### src/rtl/spg_pkg.sv
// Package: shared types for the serial pattern generator.
// Assumes: included first in compile order.
package spg_pkg;
    typedef enum logic {
        SPG_MODE_SHIFT  = 1'b0,
        SPG_MODE_ROTATE = 1'b1
    } spg_mode_e;
endpackage

### src/rtl/spg_shadow_regs.sv
// Module: spg_shadow_regs
// Holds the two shadow data words that software writes. It presents them as
// one concatenated image, with the low word in the low bits.
// Assumes: single-cycle write strobe; wr_sel picks the word.
module spg_shadow_regs #(
    parameter int REG_W = 32,
    localparam int IMG_W = 2 * REG_W
) (
    input  logic             clk,
    input  logic             rst_n,
    input  logic             wr_en,
    input  logic             wr_sel,
    input  logic [REG_W-1:0] wr_data,
    output logic [IMG_W-1:0] image
);
    for (genvar gi = 0; gi < 2; gi++) begin : g_word
        logic [REG_W-1:0] word_q;
        // Capture a write addressed to this word.
        always_ff @(posedge clk) begin
            if (!rst_n)
                word_q <= '0;
            else if (wr_en && (wr_sel == 1'(gi)))
                word_q <= wr_data;
        end
        assign image[gi*REG_W +: REG_W] = word_q;
    end

    assert_low_write_R3: assert property (@(posedge clk) disable iff (!rst_n)
        (wr_en && !wr_sel) |=> (image[REG_W-1:0] == $past(wr_data)));
    assert_high_write_R3: assert property (@(posedge clk) disable iff (!rst_n)
        (wr_en && wr_sel) |=> (image[IMG_W-1:REG_W] == $past(wr_data)));
endmodule

### src/rtl/spg_burst_ctrl.sv
// Module: spg_burst_ctrl
// Sequences a burst. It accepts starts, counts shift ticks and decides when
// the active register loads, shifts or reloads. It also tracks the registered
// enable that gates the outputs.
// Assumes: shift_tick is a one-cycle pulse; bit_len of 0 is never started.
module spg_burst_ctrl #(
    parameter int LEN_W = 7
) (
    input  logic             clk,
    input  logic             rst_n,
    input  logic             enable,
    input  logic             start,
    input  logic             tick,
    input  logic [LEN_W-1:0] bit_len,
    input  spg_pkg::spg_mode_e mode,
    output logic             busy,
    output logic             out_en,
    output logic             load_req,
    output logic             shift_req,
    output logic             shift_rot
);
    import spg_pkg::*;

    logic             en_q;
    logic             busy_q;
    logic [LEN_W-1:0] cnt_q;
    logic [LEN_W-1:0] len_q;
    spg_mode_e        mode_q;

    logic start_ok;
    logic last_tick;
    logic en_rise;
    logic rot_end;

    // Decode the accept, end-of-burst and enable-edge conditions.
    always_comb begin
        start_ok  = enable && start && !busy_q && (bit_len != '0);
        last_tick = busy_q && enable && tick && (cnt_q == len_q - 1'b1);
        en_rise   = enable && !en_q;
        rot_end   = last_tick && (mode_q == SPG_MODE_ROTATE);
        load_req  = en_rise || start_ok || rot_end;
        shift_req = busy_q && enable && tick && !rot_end;
    end

    // Track the enable level seen at the previous edge.
    always_ff @(posedge clk) begin
        if (!rst_n)
            en_q <= 1'b0;
        else
            en_q <= enable;
    end

    // Burst state: busy flag, shift counter and the captured settings.
    always_ff @(posedge clk) begin
        if (!rst_n) begin
            busy_q <= 1'b0;
            cnt_q  <= '0;
            len_q  <= '0;
            mode_q <= SPG_MODE_SHIFT;
        end else if (!enable) begin
            busy_q <= 1'b0;
            cnt_q  <= '0;
        end else if (start_ok) begin
            busy_q <= 1'b1;
            cnt_q  <= '0;
            len_q  <= bit_len;
            mode_q <= mode;
        end else if (busy_q && tick) begin
            if (last_tick) begin
                busy_q <= 1'b0;
                cnt_q  <= '0;
            end else begin
                cnt_q <= cnt_q + 1'b1;
            end
        end
    end

    assign busy      = busy_q;
    assign out_en    = en_q;
    assign shift_rot = (mode_q == SPG_MODE_ROTATE);

    assert_start_busy_R5: assert property (@(posedge clk) disable iff (!rst_n)
        start_ok |=> busy_q);
    assert_cnt_in_range_R6: assert property (@(posedge clk) disable iff (!rst_n)
        busy_q |-> (cnt_q < len_q));
    assert_hold_no_tick_R6: assert property (@(posedge clk) disable iff (!rst_n)
        (busy_q && enable && !tick) |=> (busy_q && $stable(cnt_q)));
    assert_settings_held_R9: assert property (@(posedge clk) disable iff (!rst_n)
        busy_q |=> ($stable(len_q) && $stable(mode_q)));
    assert_disable_ends_R10: assert property (@(posedge clk) disable iff (!rst_n)
        !enable |=> !busy_q);
endmodule

### src/rtl/spg_active_shreg.sv
// Module: spg_active_shreg
// The active shift register. A load takes priority over a shift. A shift
// moves right by one, and the top bit takes either the outgoing bit 0
// (rotate) or 0. Two taps are brought out.
// Assumes: tap indices lie inside the register.
module spg_active_shreg #(
    parameter int ACT_W    = 64,
    parameter int DATA_TAP = 0,
    parameter int CLK_TAP  = 16
) (
    input  logic             clk,
    input  logic             rst_n,
    input  logic             load,
    input  logic             shift,
    input  logic             rot,
    input  logic [ACT_W-1:0] load_val,
    output logic             tap_data,
    output logic             tap_clk
);
    logic [ACT_W-1:0] act_q;
    logic             fill;

    // Pick the bit that enters at the top on a shift.
    always_comb fill = rot ? act_q[0] : 1'b0;

    // Load or shift the active register.
    always_ff @(posedge clk) begin
        if (!rst_n)
            act_q <= '0;
        else if (load)
            act_q <= load_val;
        else if (shift)
            act_q <= {fill, act_q[ACT_W-1:1]};
    end

    assign tap_data = act_q[DATA_TAP];
    assign tap_clk  = act_q[CLK_TAP];

    assert_shift_moves_R6: assert property (@(posedge clk) disable iff (!rst_n)
        (shift && !load) |=> (act_q[ACT_W-2:0] == $past(act_q[ACT_W-1:1])));
    assert_zero_fill_R7: assert property (@(posedge clk) disable iff (!rst_n)
        (shift && !load && !rot) |=> !act_q[ACT_W-1]);
    assert_rot_fill_R8: assert property (@(posedge clk) disable iff (!rst_n)
        (shift && !load && rot) |=> (act_q[ACT_W-1] == $past(act_q[0])));
    assert_load_copies_R4: assert property (@(posedge clk) disable iff (!rst_n)
        load |=> (act_q == $past(load_val)));
endmodule

### src/rtl/serial_pattern_gen.sv
// Module: serial_pattern_gen (top)
// Serial clock/data pattern generator. Shadow words feed a wide active shift
// register. The two outputs are taps of that register and are gated low
// while the generator is disabled.
// Assumes: DATA_TAP and CLK_TAP are below 2*REG_W.
module serial_pattern_gen #(
    parameter int REG_W    = 32,
    parameter int DATA_TAP = 0,
    parameter int CLK_TAP  = 16,
    localparam int ACT_W   = 2 * REG_W,
    localparam int LEN_W   = $clog2(ACT_W + 1)
) (
    input  logic             clk,
    input  logic             rst_n,
    input  logic             wr_en,
    input  logic             wr_sel,
    input  logic [REG_W-1:0] wr_data,
    input  logic [LEN_W-1:0] bit_len,
    input  logic             mode,
    input  logic             enable,
    input  logic             start,
    input  logic             shift_tick,
    output logic             data_out,
    output logic             clk_out,
    output logic             busy
);
    import spg_pkg::*;

    logic [ACT_W-1:0] shadow_img;
    logic             out_en;
    logic             load_req;
    logic             shift_req;
    logic             shift_rot;
    logic             tap_data;
    logic             tap_clk;
    spg_mode_e        mode_e;

    assign mode_e = spg_mode_e'(mode);

    spg_shadow_regs #(.REG_W(REG_W)) u_shadow (
        .clk     (clk),
        .rst_n   (rst_n),
        .wr_en   (wr_en),
        .wr_sel  (wr_sel),
        .wr_data (wr_data),
        .image   (shadow_img)
    );

    spg_burst_ctrl #(.LEN_W(LEN_W)) u_ctrl (
        .clk       (clk),
        .rst_n     (rst_n),
        .enable    (enable),
        .start     (start),
        .tick      (shift_tick),
        .bit_len   (bit_len),
        .mode      (mode_e),
        .busy      (busy),
        .out_en    (out_en),
        .load_req  (load_req),
        .shift_req (shift_req),
        .shift_rot (shift_rot)
    );

    spg_active_shreg #(
        .ACT_W    (ACT_W),
        .DATA_TAP (DATA_TAP),
        .CLK_TAP  (CLK_TAP)
    ) u_shreg (
        .clk      (clk),
        .rst_n    (rst_n),
        .load     (load_req),
        .shift    (shift_req),
        .rot      (shift_rot),
        .load_val (shadow_img),
        .tap_data (tap_data),
        .tap_clk  (tap_clk)
    );

    // Gate the taps with the registered enable.
    always_comb begin
        data_out = out_en && tap_data;
        clk_out  = out_en && tap_clk;
    end

    assert_disabled_low_R2: assert property (@(posedge clk) disable iff (!rst_n)
        !enable |=> (!data_out && !clk_out));
    assert_reset_idle_R1: assert property (@(posedge clk)
        !rst_n |=> (!busy && !data_out && !clk_out));
endmodule

### config.mk
export PLATFORM = sky130hd
export DESIGN_NAME = serial_pattern_gen
export DESIGN_NICKNAME = d
export VERILOG_FILES = /design/src/rtl/spg_pkg.sv /design/src/rtl/spg_shadow_regs.sv /design/src/rtl/spg_burst_ctrl.sv /design/src/rtl/spg_active_shreg.sv /design/src/rtl/serial_pattern_gen.sv
export SDC_FILE = /design/constraint.sdc
export NUM_CORES = 1
export LEC_CHECK = 0
export BUFFER_PORTS_ARGS = -buffer_cell sky130_fd_sc_hd__buf_2
export CAP_MARGIN = 20
export CORE_MARGIN = 2
export CORE_UTILIZATION = 54
export DETAILED_ROUTE_END_ITERATION = 8
export PLACE_DENSITY = 0.76
export SETUP_SLACK_MARGIN = 0.02
export SLEW_MARGIN = 15
export SYNTH_ARGS = -nofsm -noshare
export SYNTH_HDL_FRONTEND = slang
export SYNTH_SLANG_ARGS = --single-unit
### constraint.sdc
create_clock -name clk -period 2.4 [get_ports clk]
set_clock_uncertainty 0.05 [all_clocks]
set_input_delay 0.12 -clock clk [delete_from_list [all_inputs] [get_ports clk]]
set_output_delay 0.12 -clock clk [all_outputs]
set_load 0.01 [all_outputs]
* Yosys cells after proc, flatten, opt, wreduce, memory -nomap -nowiden *
Cells that the tools add are included.

word-level totals
  register bits = 145
  latch bits = 0
  bits in writable memories = 0
  memory bits (read-only) = 0
  input bits = 47
  output and inout bits = 3
  memories = 0

operators by class
  add/subtract/negate cells = 2
  multipliers = 0
  divide/modulo/power cells = 0
  $lt $le $gt $ge = 0
  equal/unequal tests = 1
  shift operators = 0
  multiplexer cells = 7
  bitwise gates (word level) = 3
  reductions and logical operators = 27

operators by type and width
  operator               number
  $mux W64               2
  $logic_and A1 B1 Y1    14
  $add A7 B1 Y7 const B  1
  $eq A7 B7 Y1           1
  $mux W7                1
  $reduce_bool A7 Y1     1
  $sub A7 B1 Y7 const B  1
  $reduce_and A2 Y1      3
  $reduce_bool A2 Y1     3
  $mux W1                4
  $logic_not A1 Y1       3
  $not A1 Y1             3
  $reduce_or A3 Y1       1
  $logic_or A1 B1 Y1     2

* Depth between registers and ports, before layout *
  word-level depth = 8
  depth in mapped cells = 10
  mapped depth without buffers = 8

* Cells and area by module *
A second synthesis with hierarchy kept.

second synthesis, totals
  cell total of the unflattened synthesis = 638
  area, all modules = 6856.6 sq um

by module, submodules not included
  module              times used  cells each  area each (sq um)  sequential area each (sq um)
  spg_active_shreg    1           285         3428.3             1281.2
  spg_shadow_regs     1           245         2438.6             1281.2
  spg_burst_ctrl      1           106         977.2              340.3
  serial_pattern_gen  1           2           12.5               0.0

* Worst setup path after synthesis *
Ideal clock, no wire load.

  path type = register to register
  from = register u_ctrl.len_q[0]
  to = register u_shreg.act_q[10]
  library setup time = 0.146 ns
  data arrival time = 2.129 ns
  required time = 2.204 ns
  path slack = 0.075 ns
  stages on the path, launching flop included = 11
  buffers on the path = 2
  cells stage by stage = dfxtp_1 inv_1 ha_1 xnor2_1 or3_1 and4bb_1 nand4bb_1 buf_2 clkbuf_1 a21oi_1 a211oi_2

on the way
  longest elaborated chain between the ends = 7

ends and longest elaborated chain
  what                          RTL line                source
  start, declared               spg_burst_ctrl.sv:27    logic [LEN_W-1:0] len_q;
  start signal, assigned        spg_burst_ctrl.sv:66    len_q <= bit_len;
  $sub A7 B1 Y7 *               spg_burst_ctrl.sv:38    last_tick = busy_q && enable && tick && (cnt_q == len_q - 1'b1);
  $eq A7 B7 Y1 *                spg_burst_ctrl.sv:38
  $logic_and A1 B1 Y1 *         spg_burst_ctrl.sv:38
  $logic_and A1 B1 Y1 *         spg_burst_ctrl.sv:40    rot_end = last_tick && (mode_q == SPG_MODE_ROTATE);
  $logic_not A1 Y1              spg_burst_ctrl.sv:42    shift_req = busy_q && enable && tick && !rot_end;
  $logic_and A1 B1 Y1           spg_burst_ctrl.sv:42
  $reduce_bool A2 Y1 (no line)  --
  end signal, assigned          spg_active_shreg.sv:31  act_q <= load_val;
  end signal, assigned          spg_active_shreg.sv:33  act_q <= {fill, act_q[ACT_W-1:1]};
  end, declared                 spg_active_shreg.sv:20  logic [ACT_W-1:0] act_q;

Mark *: on every way between the ends. The rest lies on a longest branch, timed or not.
A chain may end at the register's enable or synchronous reset.

* Worst setup path after layout *
  from = register u_ctrl.len_q[1]
  to = register u_shreg.act_q[26]

Same word-level chain as after synthesis.

==> metrics list <==
- Maximum capacitance violations: 0
- Maximum vdd ir drop: 0.663 mV
* Signal arrival time at the worst endpoint: 2.64 ns
- Share of post-route cells with drive strength above 1: 0.240
- STA classifies the critical path startpoint as a register.
- Post-place instance area: 0.00671 mm²
- The setup path with the least slack is of type register to register.
- The min-delay analysis places its worst path in the category primary input to register.
- Clock network latency to the later pin of the worst-skew pair: 0.42 ns
- By area the synthesized netlist is led by dfxtp_1 (46%), a211oi_2 (12%), mux2i_1 (11%).
* Yosys top cell area share: 0.458
- Entering global routing, the biggest net connects 66 pins.
- The first global-routing pass estimated 24300 µm of wire.
* Synthesized flop and latch total: 145
- In this run the remaining antenna-violating nets after routing total 0.
- Across every metal layer, demand over resource in global routing totals 0.239.
- Overall power consumption after layout is estimated at 6.37 mW.
* Post-Route Utilization: 0.707
- First-pass iteration count of the detailed router: 5
- Final weighted congestion in routability-driven placement: 0.881
- Endpoint required time on the critical path: 2.68 ns
- FF-to-FF End: u_shreg.act_q[26]
- The initial utilization of the core area, before any placement, comes to 0.555.
- Across all hold checks on the routed design, the worst slack comes to 0.0678 ns.
* Port Buffers: 49
- The initial antenna violation count is 0.
- Static timing analysis puts the maximum clock frequency at 424 MHz.
* N_diodes: 0
* Setup_tns: 0 ns
- TritonCTS clock tree: yes
- In this run the static leakage power is 3.39 nW.
- Number of buffers between clock root and the deepest sink: 2
- Measured in cells, the most critical reg-to-reg path has a length of 9.
- Post-Route WL: 16000 µm
- dfxtp_1 takes more of the synthesized area than any other cell.
* Floorplan core area: 0.0114 mm²
* Number of H-tree levels: 4
* Top Ports: 50
- Final non-filler cell area: 0.00807 mm²
- Start of the worst register-to-register path: u_ctrl.len_q[1]
- In this run the register-to-register setup slack is 0.04 ns.
- From left edge to right edge, the die measures 112 µm.
* Buffer cell driving the clock tree root: clkbuf_16
- For the finished layout, the period the worst path requires is 2.36 ns.
- Synthesis-to-finish area growth: 27.4%
* Clock transition at path regs: 0.06 ns
- Portion of the post-synthesis area used by sequential elements: 0.458
* Setup repair after global routing missed its margin: true
- End of the worst hold path: u_ctrl.out_en
* Final net count: 811
- For this run, design rule violations remaining after detail routing come to 0.
* Max Fanout on Critical Path: 16
- Buffers inserted during clock tree synthesis total 17.
- Synth Instances: 681
* Distinct cell type count of the synthesized netlist: 38
- The hold violation count in the final report came to 0.
- Averaged over all synthesized cells, the footprint is 9.30 µm².
* Total global routing overflow: 0
- Startpoint of the lowest-slack hold path: enable
- After detailed routing, the average wire length per cell comes to 17.5 µm.
- Drt initial violations: 347
- Hold depth: 2
* Least-Margin Pin Slew: 1.10 ns
- Across all layers, the routed design uses 5302 vias.
- The number of nets handed over by synthesis was 730.
* Standard-cell row count: 39
* Kind of capture point of the worst setup path: register
- Pwr/cell area: 790 mW/mm²
- Share of the clock period used by the worst path after layout: 0.982
* Clk sinks: 145
- In this run the vertical extent of the chip is 112 µm.
- The multi-input combinational cells in the finished layout cover a total of 0.00326 mm².
- Post-Syn Area: 0.00633 mm²
* Number of warnings reported in the yosys synthesis log: 0
- In the final layout, flip-flops and latches occupy 0.00290 mm².
* Final Setup Violations: 0
* Number of filler cells placed in the layout: 795
* Placed wire-length estimate after detailed placement: 8730 µm
* Number of global-route vias before repair: 5081
* Result of the run: finished clean
- Final Max Tran Viols: 0
- Post-detailed-route via-to-cell ratio: 5.78
- The die covers 0.0126 mm².
- Headroom to the max-slew limit came out at 0.265.
## worst max-delay path, cell delays in order (launching register included)
cell       delay (ns)
dfxtp_2          0.34
inv_2            0.05
ha_4             0.22
xnor2_1          0.11
or3_1            0.38
and4bb_1         0.31
nand4bb_4        0.14
and2_4           0.26
clkbuf_16        0.21
a211oi_2         0.19
## state kept, by name (all words and copies together) (netlist names)
register	cells
u_ctrl.busy	1
u_ctrl.len_q	7
u_ctrl.shift_rot	1
u_shadow.g_word.word_q	64
u_ctrl.out_en	1
u_shreg.act_q	64
u_ctrl.cnt_q	7
## final cells by class
cell class | instances | area share
Timing Repair Buffer | 119 | 0.128
Clock buffer | 24 | 0.0622
Tap cell | 143 | 0.0222
Multi-Input combinational cell | 474 | 0.404
Clock inverter | 8 | 0.0214
Inverter | 5 | 0.00264
Sequential cell | 145 | 0.360
## per-stage QoR
step                      std cells  setup slack [ns]
after detailed placement        834            0.0362
after floorplan                 681            0.0746
final                           918            0.0435
after global routing            918           -0.0423
after CTS                       908           0.00373
after global placement          834            0.0590
## layer usage
layer / up-vias / wire (µm) / global-route usage
met1: 2559 / 6800 / 0.295
li1: 2550 / - / -
met3: 24 / 800 / 0.0513
met5: - / 0 / 0
met4: 0 / 274 / 0.0829
met2: 169 / 8170 / 0.414
## where the power goes
part	leakage, nW	switching, mW	internal, mW
Clock	0.331	0.979	1.99
Sequential	1.19	0.0877	2.55
Combinational	1.87	0.418	0.353
Total	3.39	1.48	4.89
## synthesized netlist by cell type, drive strengths merged
| master | count |
|---|---|
| dfxtp | 145 |
| nand2 | 135 |
| a21oi | 132 |
| mux2i | 70 |
| a211oi | 64 |
| clkbuf | 38 |
| nor2 | 20 |
| buf | 19 |
| xnor2 | 8 |
| nand3 | 7 |
| xor2 | 7 |
| and2 | 5 |
| inv | 5 |
| and3 | 3 |
| nand2b | 3 |
| nor3 | 3 |
| ha | 2 |
| or3 | 2 |
| a211o | 1 |
| a21boi | 1 |
| a22oi | 1 |
| and4bb | 1 |
| nand3b | 1 |
| nand4bb | 1 |
| nor2b | 1 |
| nor3b | 1 |
| nor4 | 1 |
| o211ai | 1 |
| o21ai | 1 |
| or3b | 1 |
| or4 | 1 |
## logic make-up (layout without fill, tap and decap cells)
group,Yosys count,count (layout),share of synthesized area
muxes,70,70,0.111
and+or+nand+nor,186,186,0.125
buffers and inverters,62,156,0.0468
xor gates and xnor gates,15,15,0.0207
DFF,145,145,0.458
AOI/OAI and AO/OA,201,201,0.235
adders and majority gates,2,2,0.00395
## placed cells by master (no fill, tap or decap), types with 4 or more instances in the layout
cell,count
and2_1,4
clkbuf_8,5
clkbuf_16,21
xor2_1,7
a21oi_1,127
nand3_1,6
nand2_1,135
buf_2,49
dfxtp_1,144
mux2i_1,70
buf_4,17
buf_12,5
a211oi_2,59
nor2_1,20
bufinv_16,5
dlygate4sd3_1,42
xnor2_1,8
a21oi_2,4
## how the worst max path moves through the flow
stage                                from                 to  slack [ns]  cells after the start
after floorplan           u_ctrl.len_q[0]  u_shreg.act_q[10]        0.07                     10
after global placement    u_ctrl.len_q[0]  u_shreg.act_q[62]        0.06                      9
after detailed placement  u_ctrl.len_q[0]  u_shreg.act_q[62]        0.04                      9
after CTS                 u_ctrl.len_q[1]  u_shreg.act_q[63]       0.004                      9
after global routing      u_ctrl.len_q[1]   u_shreg.act_q[1]       -0.04                      9
final                     u_ctrl.len_q[1]  u_shreg.act_q[26]        0.04                      9
## timing repair
item / in CTS / in global routing
resized for setup: 3 / 15
gates cloned: 0 / 4
hold buffers: 42 / 0
pin swaps: 1 / 7
setup buffers: 0 / 6
endpoints found under the setup margin: 12 / 70
hold endpoints to repair: 74 / 0
Power figures use the tool's default switching activity.
